$ cat src/rtl/nac_pkg.sv
package nac_pkg;

  localparam int unsigned CODE_W = 4;

  localparam logic [CODE_W-1:0] OPC_NOP   = 4'd0;
  localparam logic [CODE_W-1:0] OPC_LOAD  = 4'd1;
  localparam logic [CODE_W-1:0] OPC_ADD   = 4'd2;
  localparam logic [CODE_W-1:0] OPC_SUB   = 4'd3;
  localparam logic [CODE_W-1:0] OPC_SWAP  = 4'd4;
  localparam logic [CODE_W-1:0] OPC_CLEAR = 4'd5;
  localparam logic [CODE_W-1:0] OPC_PAIR  = 4'd6;
  localparam logic [CODE_W-1:0] OPC_EMIT  = 4'd7;

  typedef enum logic [1:0] {
    ACC_HOLD = 2'd0,
    ACC_REG  = 2'd1,
    ACC_ALU  = 2'd2,
    ACC_ZERO = 2'd3
  } acc_src_e;

  typedef struct packed {
    acc_src_e acc_src;
    logic     carry_ld;
    logic     carry_clr;
    logic     alu_sub;
    logic     reg_we;
    logic     pair_we;
    logic     emit;
  } ctrl_t;

endpackage

$ cat src/rtl/nac_rst_sync.sv
module nac_rst_sync #(
  parameter int unsigned STAGES = 2
) (
  input  logic clk,
  input  logic rst_n,
  output logic rst_sync_n
);

  logic [STAGES-1:0] sync_q;
  logic [STAGES-1:0] sync_d;

  always_comb begin
    sync_d = {sync_q[STAGES-2:0], 1'b1};
  end

  always_ff @(posedge clk or negedge rst_n) begin
    if (!rst_n) sync_q <= '0;
    else        sync_q <= sync_d;
  end

  assign rst_sync_n = sync_q[STAGES-1];

endmodule

$ cat src/rtl/nac_decode.sv
module nac_decode
  import nac_pkg::*;
(
  input  logic              valid,
  input  logic [CODE_W-1:0] code,
  output ctrl_t             ctrl
);

  always_comb begin
    ctrl = '{acc_src: ACC_HOLD, carry_ld: 1'b0, carry_clr: 1'b0,
             alu_sub: 1'b0, reg_we: 1'b0, pair_we: 1'b0, emit: 1'b0};
    if (valid) begin
      unique case (code)
        OPC_LOAD: ctrl.acc_src = ACC_REG;
        OPC_ADD: begin
          ctrl.acc_src  = ACC_ALU;
          ctrl.carry_ld = 1'b1;
        end
        OPC_SUB: begin
          ctrl.acc_src  = ACC_ALU;
          ctrl.carry_ld = 1'b1;
          ctrl.alu_sub  = 1'b1;
        end
        OPC_SWAP: begin
          ctrl.acc_src = ACC_REG;
          ctrl.reg_we  = 1'b1;
        end
        OPC_CLEAR: begin
          ctrl.acc_src   = ACC_ZERO;
          ctrl.carry_clr = 1'b1;
        end
        OPC_PAIR: ctrl.pair_we = 1'b1;
        OPC_EMIT: ctrl.emit    = 1'b1;
        default: ;
      endcase
    end
  end

  // Only one kind of register write can be requested at once.
  always_comb begin
    assert (!(ctrl.reg_we && ctrl.pair_we));
  end

endmodule

$ cat src/rtl/nac_alu.sv
module nac_alu #(
  parameter int unsigned DW = 4
) (
  input  logic          sub,
  input  logic [DW-1:0] a,
  input  logic [DW-1:0] b,
  input  logic          cin,
  output logic [DW-1:0] sum,
  output logic          cout
);

  logic [DW-1:0] b_eff;
  logic          c_eff;

  always_comb begin
    b_eff       = sub ? ~b : b;
    c_eff       = sub ? ~cin : cin;
    {cout, sum} = {1'b0, a} + {1'b0, b_eff} + {{DW{1'b0}}, c_eff};
  end

endmodule

$ cat src/rtl/nac_regfile.sv
module nac_regfile #(
  parameter int unsigned DW   = 4,
  parameter int unsigned NREG = 16
) (
  input  logic                      clk,
  input  logic                      rst_n,
  input  logic [$clog2(NREG)-1:0]   raddr,
  output logic [DW-1:0]             rdata,
  input  logic                      we,
  input  logic [$clog2(NREG)-1:0]   waddr,
  input  logic [DW-1:0]             wdata,
  input  logic                      pair_we,
  input  logic [$clog2(NREG)-2:0]   pair_addr,
  input  logic [2*DW-1:0]           pair_data
);

  localparam int unsigned AW  = $clog2(NREG);
  localparam int unsigned PAW = AW - 1;

  logic [DW-1:0] mem [NREG];

  for (genvar i = 0; i < NREG; i++) begin : g_reg
    localparam logic [AW-1:0] IDX  = AW'(i);
    localparam logic [PAW-1:0] PIX = PAW'(i / 2);
    logic [DW-1:0] q;
    logic [DW-1:0] d;

    always_comb begin
      d = q;
      if (we && waddr == IDX) begin
        d = wdata;
      end else if (pair_we && pair_addr == PIX) begin
        // even register takes the high nibble
        d = (i % 2 == 0) ? pair_data[2*DW-1:DW] : pair_data[DW-1:0];
      end
    end

    always_ff @(posedge clk or negedge rst_n) begin
      if (!rst_n) q <= '0;
      else        q <= d;
    end

    assign mem[i] = q;
  end

  assign rdata = mem[raddr];

  // Checker state: last pair written and its data.
  logic [PAW-1:0]  chk_paddr_q;
  logic [2*DW-1:0] chk_pdata_q;
  always_ff @(posedge clk or negedge rst_n) begin
    if (!rst_n) begin
      chk_paddr_q <= '0;
      chk_pdata_q <= '0;
    end else if (pair_we) begin
      chk_paddr_q <= pair_addr;
      chk_pdata_q <= pair_data;
    end
  end


  pair_split_chk: assert property (@(posedge clk) disable iff (!rst_n)
    pair_we |=> (mem[{chk_paddr_q, 1'b0}] == chk_pdata_q[2*DW-1:DW]) &&
                (mem[{chk_paddr_q, 1'b1}] == chk_pdata_q[DW-1:0]));

endmodule

$ cat src/rtl/nibble_acc_core.sv
module nibble_acc_core
  import nac_pkg::*;
#(
  parameter int unsigned DW   = 4,
  parameter int unsigned NREG = 16
) (
  input  logic                    clk,
  input  logic                    rst_n,
  input  logic                    op_valid,
  input  logic [CODE_W-1:0]       op_code,
  input  logic [$clog2(NREG)-1:0] op_idx,
  input  logic [2*DW-1:0]         op_imm,
  output logic [DW-1:0]           acc_o,
  output logic                    carry_o,
  output logic                    port_wr_o,
  output logic [DW-1:0]           port_data_o
);

  localparam int unsigned AW  = $clog2(NREG);
  localparam int unsigned PAW = AW - 1;

  logic          rst_sync_n;
  ctrl_t         ctrl;
  logic [DW-1:0] reg_rd;
  logic [DW-1:0] alu_sum;
  logic          alu_cout;

  logic [DW-1:0] acc_q,  acc_d;
  logic          cy_q,   cy_d;
  logic          pwr_q,  pwr_d;
  logic [DW-1:0] pdat_q, pdat_d;
  logic          pdat_en;

  nac_rst_sync #(.STAGES(2)) u_rst_sync (
    .clk        (clk),
    .rst_n      (rst_n),
    .rst_sync_n (rst_sync_n)
  );

  nac_decode u_decode (
    .valid (op_valid),
    .code  (op_code),
    .ctrl  (ctrl)
  );

  nac_regfile #(.DW(DW), .NREG(NREG)) u_regfile (
    .clk       (clk),
    .rst_n     (rst_sync_n),
    .raddr     (op_idx),
    .rdata     (reg_rd),
    .we        (ctrl.reg_we),
    .waddr     (op_idx),
    .wdata     (acc_q),
    .pair_we   (ctrl.pair_we),
    .pair_addr (op_idx[PAW-1:0]),
    .pair_data (op_imm)
  );

  nac_alu #(.DW(DW)) u_alu (
    .sub  (ctrl.alu_sub),
    .a    (acc_q),
    .b    (reg_rd),
    .cin  (cy_q),
    .sum  (alu_sum),
    .cout (alu_cout)
  );

  // Next state
  always_comb begin
    unique case (ctrl.acc_src)
      ACC_REG:  acc_d = reg_rd;
      ACC_ALU:  acc_d = alu_sum;
      ACC_ZERO: acc_d = '0;
      default:  acc_d = acc_q;
    endcase
    if (ctrl.carry_clr)     cy_d = 1'b0;
    else if (ctrl.carry_ld) cy_d = alu_cout;
    else                    cy_d = cy_q;
    pwr_d   = ctrl.emit;
    pdat_en = ctrl.emit;
    pdat_d  = acc_q;
  end

  // Registers
  always_ff @(posedge clk or negedge rst_sync_n) begin
    if (!rst_sync_n) begin
      acc_q <= '0;
      cy_q  <= 1'b0;
      pwr_q <= 1'b0;
    end else begin
      acc_q <= acc_d;
      cy_q  <= cy_d;
      pwr_q <= pwr_d;
    end
  end

  always_ff @(posedge clk or negedge rst_sync_n) begin
    if (!rst_sync_n)  pdat_q <= '0;
    else if (pdat_en) pdat_q <= pdat_d;
  end

  assign acc_o       = acc_q;
  assign carry_o     = cy_q;
  assign port_wr_o   = pwr_q;
  assign port_data_o = pdat_q;


  clear_zero_chk: assert property (@(posedge clk) disable iff (!rst_sync_n)
    (op_valid && op_code == OPC_CLEAR) |=> (acc_o == '0) && !carry_o);


  load_carry_chk: assert property (@(posedge clk) disable iff (!rst_sync_n)
    (op_valid && (op_code == OPC_LOAD || op_code == OPC_SWAP ||
                  op_code == OPC_PAIR)) |=> $stable(carry_o));


  swap_acc_chk: assert property (@(posedge clk) disable iff (!rst_sync_n)
    (op_valid && op_code == OPC_SWAP) |=> acc_o == $past(reg_rd));


  emit_pulse_chk: assert property (@(posedge clk) disable iff (!rst_sync_n)
    (op_valid && op_code == OPC_EMIT) |=>
      port_wr_o && port_data_o == $past(acc_o) && $stable(acc_o));


  no_stray_strobe_chk: assert property (@(posedge clk) disable iff (!rst_sync_n)
    !(op_valid && op_code == OPC_EMIT) |=> !port_wr_o);


  add_sum_chk: assert property (@(posedge clk) disable iff (!rst_sync_n)
    (op_valid && op_code == OPC_ADD) |=>
      ({carry_o, acc_o} == ({1'b0, $past(acc_o)} + {1'b0, $past(reg_rd)} +
                            {{DW{1'b0}}, $past(carry_o)})));

endmodule

$ cat config.mk
export PLATFORM = sky130hd
export DESIGN_NAME = nibble_acc_core
export DESIGN_NICKNAME = d
export VERILOG_FILES = /design/src/rtl/nac_pkg.sv /design/src/rtl/nac_rst_sync.sv /design/src/rtl/nac_decode.sv /design/src/rtl/nac_alu.sv /design/src/rtl/nac_regfile.sv /design/src/rtl/nibble_acc_core.sv
export SDC_FILE = /design/constraint.sdc
export NUM_CORES = 1
export LEC_CHECK = 0
export ABC_AREA = 0
export BUFFER_PORTS_ARGS = -buffer_cell sky130_fd_sc_hd__buf_2
export CAP_MARGIN = 15
export CORE_ASPECT_RATIO = 0.8
export CORE_MARGIN = 1.5
export CORE_UTILIZATION = 60
export DETAILED_ROUTE_END_ITERATION = 12
export GPL_TIMING_DRIVEN = 0
export MAX_ROUTING_LAYER = met4
export PLACE_DENSITY = 0.79
export RECOVER_POWER = 50
export SLEW_MARGIN = 40
export SYNTH_ARGS = -nofsm -noshare
export SYNTH_HDL_FRONTEND = slang
export SYNTH_HIERARCHICAL = 1
export SYNTH_SLANG_ARGS = --single-unit
$ cat constraint.sdc
create_clock -name clk -period 5.81 [get_ports clk]
set_clock_uncertainty 0.05 [all_clocks]
set_input_delay 0.581 -clock clk [delete_from_list [all_inputs] [get_ports clk]]
set_output_delay 0.581 -clock clk [all_outputs]
set_load 0.03 [all_outputs]
### Word-level counts from Yosys, hierarchy flattened

Index checks and enable logic that the tools add are counted.

| operators by class | value |
|---|---|
| add/sub/neg operators | 2 |
| $lt $le $gt $ge | 1 |
| equality and inequality tests | 32 |
| mux-type cells | 48 |
| bitwise logic cells | 3 |
| reductions and logical operators | 46 |

Operators with widths:

| operator | count |
|---|---|
| $mux 4 | 35 |
| $reduce_bool 2->1 | 17 |
| $eq 4x3->1 const B | 8 |
| $eq 4x4->1 const B | 8 |
| $logic_and 1x1->1 | 24 |
| $bmux 4 s4 | 1 |
| $eq 4x2->1 const B | 4 |
| $eq 3x3->1 const B | 4 |
| $pmux 4 s3 | 1 |
| $mux 1 | 9 |
| $eq 4x1->1 const B | 2 |
| $mux 8 | 1 |
| $eq 3x2->1 const B | 2 |
| $pmux 2 s3 | 1 |
| $add 4x4->5 | 1 |
| $add 5x1->5 | 1 |
| $ge 5x5->1 const B | 1 |
| $not 4->5 | 1 |
| $eq 2x2->1 const B | 2 |
| $logic_not 4->1 | 1 |
| $not 4->4 | 1 |
| $reduce_or 2->1 | 2 |
| $eq 3x1->1 const B | 1 |
| $logic_not 3->1 | 1 |
| 3 further kinds | 3 |

| storage, ports and cells | value |
|---|---|
| bits in registers | 76 |
| output and inout bits | 10 |
| word-level logic and storage cells | 153 |

### Longest topological paths before layout

| depth | value |
|---|---|
| depth after elaboration | 10 |
| mapped depth | 12 |
| depth with buffers taken out | 10 |

### Modules after synthesis

The synthesis kept the hierarchy.

By module, submodules not included:

| module | times used | cells an instance | area an instance (um2) | sequential area each (um2) |
|---|---|---|---|---|
| nac_regfile | 1 | 273 | 3848.7 | 1601.5 |
| nibble_acc_core | 1 | 26 | 409.1 | 250.2 |
| nac_alu | 1 | 17 | 175.2 | 0.0 |
| nac_decode | 1 | 14 | 110.1 | 0.0 |
| nac_rst_sync | 1 | 3 | 53.8 | 50.0 |

### Worst setup path before layout

Ideal clock, no wire load.

| timing | value |
|---|---|
| path type | input-to-reg |
| start | input op_idx[0] |
| end | register cy_q (netlist: carry_o) |
| library setup time | 0.124 ns |
| data arrival time | 3.227 ns |
| data required time | 5.636 ns |
| slack | 2.408 ns |
| cell stages on the path | 12 |
| path through | buf_2 -> buf_6 -> mux4_2 -> a22oi_1 -> nand3_1 -> xor2_1 -> fa_1 -> fa_1 -> a21o_1 -> a21o_1 -> mux2i_1 -> nor2_1 |

| on the way | value |
|---|---|
| longest elaborated chain between the ends | 10 |

Ends and longest elaborated chain:

| what | RTL line | source |
|---|---|---|
| start, declared | nibble_acc_core.sv:11 | `input logic [$clog2(NREG)-1:0] op_idx,` |
| $not 4->5 (not written as such) * | nac_regfile.sv:46 | `assign rdata = mem[raddr];` |
| $bmux 4 s4 * | nac_regfile.sv:46 |  |
| $mux 4 (not written as such) * (2 in a row) | nac_regfile.sv:46 |  |
| via reg_rd[0] | nibble_acc_core.sv:24 | `logic [DW-1:0] reg_rd;` |
| $not 4->4 | nac_alu.sv:16 | `b_eff = sub ? ~b : b;` |
| $mux 4 * | nac_alu.sv:16 |  |
| $add 4x4->5 * | nac_alu.sv:18 | `{cout, sum} = {1'b0, a} + {1'b0, b_eff} + {{DW{1'b0}}, c_eff};` |
| $add 5x1->5 * | nac_alu.sv:18 |  |
| via alu_cout | nibble_acc_core.sv:26 | `logic alu_cout;` |
| $mux 1 * | nibble_acc_core.sv:77 | `else if (ctrl.carry_ld) cy_d = alu_cout;` |
| $mux 1 * | nibble_acc_core.sv:76 | `if (ctrl.carry_clr) cy_d = 1'b0;` |
| end signal, assigned | nibble_acc_core.sv:92 | `cy_q <= cy_d;` |
| end, declared | nibble_acc_core.sv:29 | `logic cy_q, cy_d;` |

The timed path passes the listed nets; every way through them passes the cells marked *. The select of a mux whose other input is x is not followed.
A chain may end at the register's enable or synchronous reset.

### Worst setup path after layout

| timing | value |
|---|---|
| start | input op_idx[1] |
| end | register cy_q (netlist: carry_o) |

The elaborated chain is that of the path after synthesis.

==> summary by stage <==
Outcome
The flow ran to the end, but the final reports show violations. The final reports fail on capacitance limit, slew limit.

Power
The internal power consumption is 1.04 mW. The maximum vdd drop is 0.000170 V. The design draws 1.48 mW. The leakage dissipation is 2.55 nW. The logic gate share of total power is 21.4%.

The share of power burned in registers is 44.8%. The switching power total is 0.433 mW. The power share of the clock group is 33.8%. The switching share of power is 29.3%. Dividing total power by cell area gives a power density of 288 nW/um^2.

Timing
Setup repair after global routing left no endpoint under its margin. The pin slew with the least headroom to its limit is 1.74 ns. The total count of max-transition violations in the final report is 77. In this run the tightest slew margin relative to its limit is -15.8%. The aggregate negative setup slack is 0 ns.

The post-layout minimum cycle time is 3.73 ns. Timing would allow up to 268 MHz. Setup violations remaining at the end of the flow were counted as 0. The worst-case hold slack is 0.308 ns. The number of hold violations in the final report came to 0. The post-route fraction of the period consumed by the critical path is 64.2%.

Detailed routing
The DRC marker count from the first detailed-route iteration is 233. The routed wire length is 10.5 mm. The ratio of routed vias to standard cells is 6.19.

The average wire per standard cell is 21.7 um. The count of unresolved DRC violations after routing is 0. The first-pass iteration count of the detailed router is 4. The detailed router placed 2,996 vias in this run.

The post-route antenna net violation count is 0.

Floorplanning
From left edge to right edge, the die measures 101 um. The floorplan step set the die height to 81.3 um. The floorplan step defined a die boundary enclosing 8200 um^2.

The starting density of the core is 61.9%. The area of the placeable core is 7430 um^2. The initialized floorplan defines 28 standard-cell rows.

The I/O pin count is 29.

Setup path
The required time at the worst-slack endpoint is 6.00 ns. The category of the most critical setup path is in2reg. The peak fanout along the critical path is 10. The peak per-stage delay on the critical path is 0.43 ns. The worst register-to-register path has a depth of 1. STA classifies the critical path startpoint as a primary input. The critical path goes through buf_2 > clkbuf_1 > buf_2 > mux4_2 > a22oi_1 > nand3_1 > xor2_1 > fa_1 > fa_1 > a21o_1 > a21o_1 > mux2i_1 > nor2_1. The element type at the critical path end is a flop. The slowest library cell on the worst path is sky130_fd_sc_hd__fa_1. Data arrives at the worst endpoint at 3.92 ns.

Global route
The sum of overflow across all layers after global routing is 0. Global routing used 28.8% of the available tracks across all layers. The via count of the first global-routing pass is 2,956. The global-route wire length before repair is 16.3 mm. The number of antenna violations at the first check in global routing is 0. The pin count of the biggest net entering global routing is 43.

Synthesis
Yosys printed 6 warnings. The number of flops mapped to enable cells by yosys is 0. A synthesized cell averages 13.8 um^2.

The net count after synthesis is 357. The count of cell types in the netlist is 37. In this run, synthesis produced a sequential element count of 76. Synthesis produced a netlist whose cell count is 333.

The mapped netlist covers 4600 um^2. Summing the sequential cell areas from Yosys gives 41.4% of the chip area. The primary flip-flop cell chosen by synthesis mapping is sky130_fd_sc_hd__dfrtp_1. Counting flops with an async set or reset pin after synthesis yields a share of 100%.

Place
The placed wire-length estimate after detailed placement is 7.28 mm. The cell area after placement is 4890 um^2. The placer's final routability congestion estimate is 0.835. Port buffering added 28 buffers. The number of placed instances, taps included is 467.

Final layout
The number of diodes added for antenna fixing is 0. The filler cells instantiated in the layout total 549. The number of standard cells in the final layout excluding fillers is 484. The post-route netlist has 49.9% of its cells at a drive strength greater than 1.

The area of the multi-input gates is 2560 um^2. The sequential cell area in the final layout is 1900 um^2. After routing the design area is 5130 um^2. The final layout contains 398 nets. From synthesis to final layout, the design area changed by 11.6%.

Hold path
Along the worst hold path, the cell count comes to 0. The min-delay analysis places its worst path in the category reg2reg.

Clock network
Post-CTS timing repair inserted 0 buffers for setup. The number of sinks driven by the clock tree is 76. The register clock-pin slew on the reported worst setup and hold paths is 0.07 ns. The clock buffer count from CTS is 9. Clock latency on the worst-skew pair, taken at its later pin, is 0.35 ns. CTS built an H-tree with a depth of 3. No sink is reached through more buffers than the 2 on the longest clock path.

The CTS root buffer is sky130_fd_sc_hd__clkbuf_8. The TritonCTS clock tree is done.

Job
The number of maximum-capacitance violations is 2.
-- final cells by class --
class / count / area share [%]
Multi-Input combinational cell: 239 / 49.9
Sequential cell: 76 / 37.1
Clock buffer: 12 / 3.03
Timing Repair Buffer: 30 / 2.95
Tap cell: 105 / 2.56
Buffer: 17 / 2.51
Clock inverter: 4 / 1.85
Inverter: 1 / 0.0732
-- worst paths after layout --
kind | from | endpoint | slack (ns)
worst max register to register | u_rst_sync/sync_q[1]$_DFF_PN0_ | u_regfile/g_reg[6].q[1]$_DFFE_PN0P_ | 2.74
max in group asynchronous | u_rst_sync/sync_q[1]$_DFF_PN0_ | u_regfile/g_reg[6].q[1]$_DFFE_PN0P_ | 2.74
min in group asynchronous | rst_n | u_rst_sync/sync_q[1]$_DFF_PN0_ | 0.49
worst min-delay path | u_rst_sync/sync_q[0]$_DFF_PN0_ | u_rst_sync/sync_q[1]$_DFF_PN0_ | 0.31
worst min register to register | u_rst_sync/sync_q[0]$_DFF_PN0_ | u_rst_sync/sync_q[1]$_DFF_PN0_ | 0.31
worst max-delay path | op_idx[1] | carry_o$_DFFE_PN0P_ | 2.08
-- metrics by stage --
step / utilization [%] / setup WS (ns)
6_report: 69.1 / 2.08
5_1_grt: 69.1 / 1.95
4_1_cts: 69.4 / 2.13
3_5_place_dp: 65.9 / 1.76
3_3_place_gp: 65.5 / 1.79
2_1_floorplan: - / 2.41
-- layout by cell type, fill, tap and decap left out, drive strengths merged --
master	n
mux2	132
dfrtp	76
buf	38
clkbuf	20
mux4	16
nand2	16
nand3	12
xor2	6
nor2b	6
mux2i	5
nor2	5
o2bb2ai	4
a22oi	4
bufinv	3
a21o	3
ha	3
and4bb	3
nand4b	3
nor4b	3
fa	2
nor3	2
and3b	2
a21oi	2
nand2b	2
and4	2
clkinv	1
dlygate4sd3	1
xnor2	1
inv	1
nand3b	1
nor3b	1
nand4	1
and3	1
conb	1
-- worst max-delay path, delay by kind of cell --
family	cells	cell delay (ns)
AOI/OAI and AO/OA	3	0.58
xor gates and xnor gates	1	0.20
adders and majority gates	2	0.85
buffers and inverters	3	0.97
muxes	2	0.48
and+or+nand+nor	2	0.25
-- state kept, by name, indices dropped and copies added (netlist names) --
name	cells
acc_o	4
u_regfile/g.q	64
port_data_o	4
u_rst_sync/sync_q	2
carry_o	1
port_wr_o	1
-- cell usage after synthesis, types with 2 or more instances --
cell / number / area (um^2)
sky130_fd_sc_hd__a21o_1: 3 / 22.5
sky130_fd_sc_hd__a22oi_1: 4 / 30.0
sky130_fd_sc_hd__and3b_1: 2 / 17.5
sky130_fd_sc_hd__and4_2: 2 / 20.0
sky130_fd_sc_hd__and4bb_1: 3 / 37.5
sky130_fd_sc_hd__buf_2: 4 / 20.0
sky130_fd_sc_hd__buf_6: 8 / 90.1
sky130_fd_sc_hd__clkbuf_1: 5 / 18.8
sky130_fd_sc_hd__dfrtp_1: 76 / 1900
sky130_fd_sc_hd__fa_1: 2 / 40.0
sky130_fd_sc_hd__ha_1: 3 / 37.5
sky130_fd_sc_hd__mux2_1: 24 / 270
sky130_fd_sc_hd__mux2_2: 108 / 1220
sky130_fd_sc_hd__mux2i_1: 5 / 50.1
sky130_fd_sc_hd__mux4_2: 16 / 360
sky130_fd_sc_hd__nand2_1: 16 / 60.1
sky130_fd_sc_hd__nand3_1: 12 / 60.1
sky130_fd_sc_hd__nand4b_2: 3 / 45.0
sky130_fd_sc_hd__nor2_1: 5 / 18.8
sky130_fd_sc_hd__nor2b_1: 5 / 31.3
sky130_fd_sc_hd__nor3_1: 2 / 10.0
sky130_fd_sc_hd__nor4b_2: 2 / 30.0
sky130_fd_sc_hd__o2bb2ai_1: 4 / 35.0
sky130_fd_sc_hd__xor2_1: 6 / 52.6
-- power by group through the flow --
stage / clock (mW) / sequential, mW / combinational, mW
5_1_grt: 0.527 / 0.671 / 0.342
2_1_floorplan: 0 / 0.680 / 0.191
3_3_place_gp: 0 / 0.671 / 0.300
4_1_cts: 0.510 / 0.662 / 0.317
3_5_place_dp: 0 / 0.673 / 0.315
6_report: 0.499 / 0.661 / 0.317
-- logic make-up after synthesis --
logic type,share of synthesized area [%]
compound gates,2.20
xor+xnor,1.33
fa+ha+maj,1.69
mux,41.3
buf+inv,2.89
flops,41.4
other cells,0.0816
simple gates,9.17
-- per-layer routing --
layer	global-route usage (%)	wire length [um]
met5	-	0
met4	8.17	91
met3	5.59	581
met2	45.1	5160
met1	38.7	4680
-- timing repair --
| item | 4_1_cts | 5_1_grt |
|---|---|---|
| hold buffers | 1 | 0 |
| endpoints found under the hold margin | 2 | 0 |
| endpoints found under the setup margin | 0 | 0 |
| gates resized for setup | 0 | 0 |
Note: power is estimated with default switching activity, not from simulation.
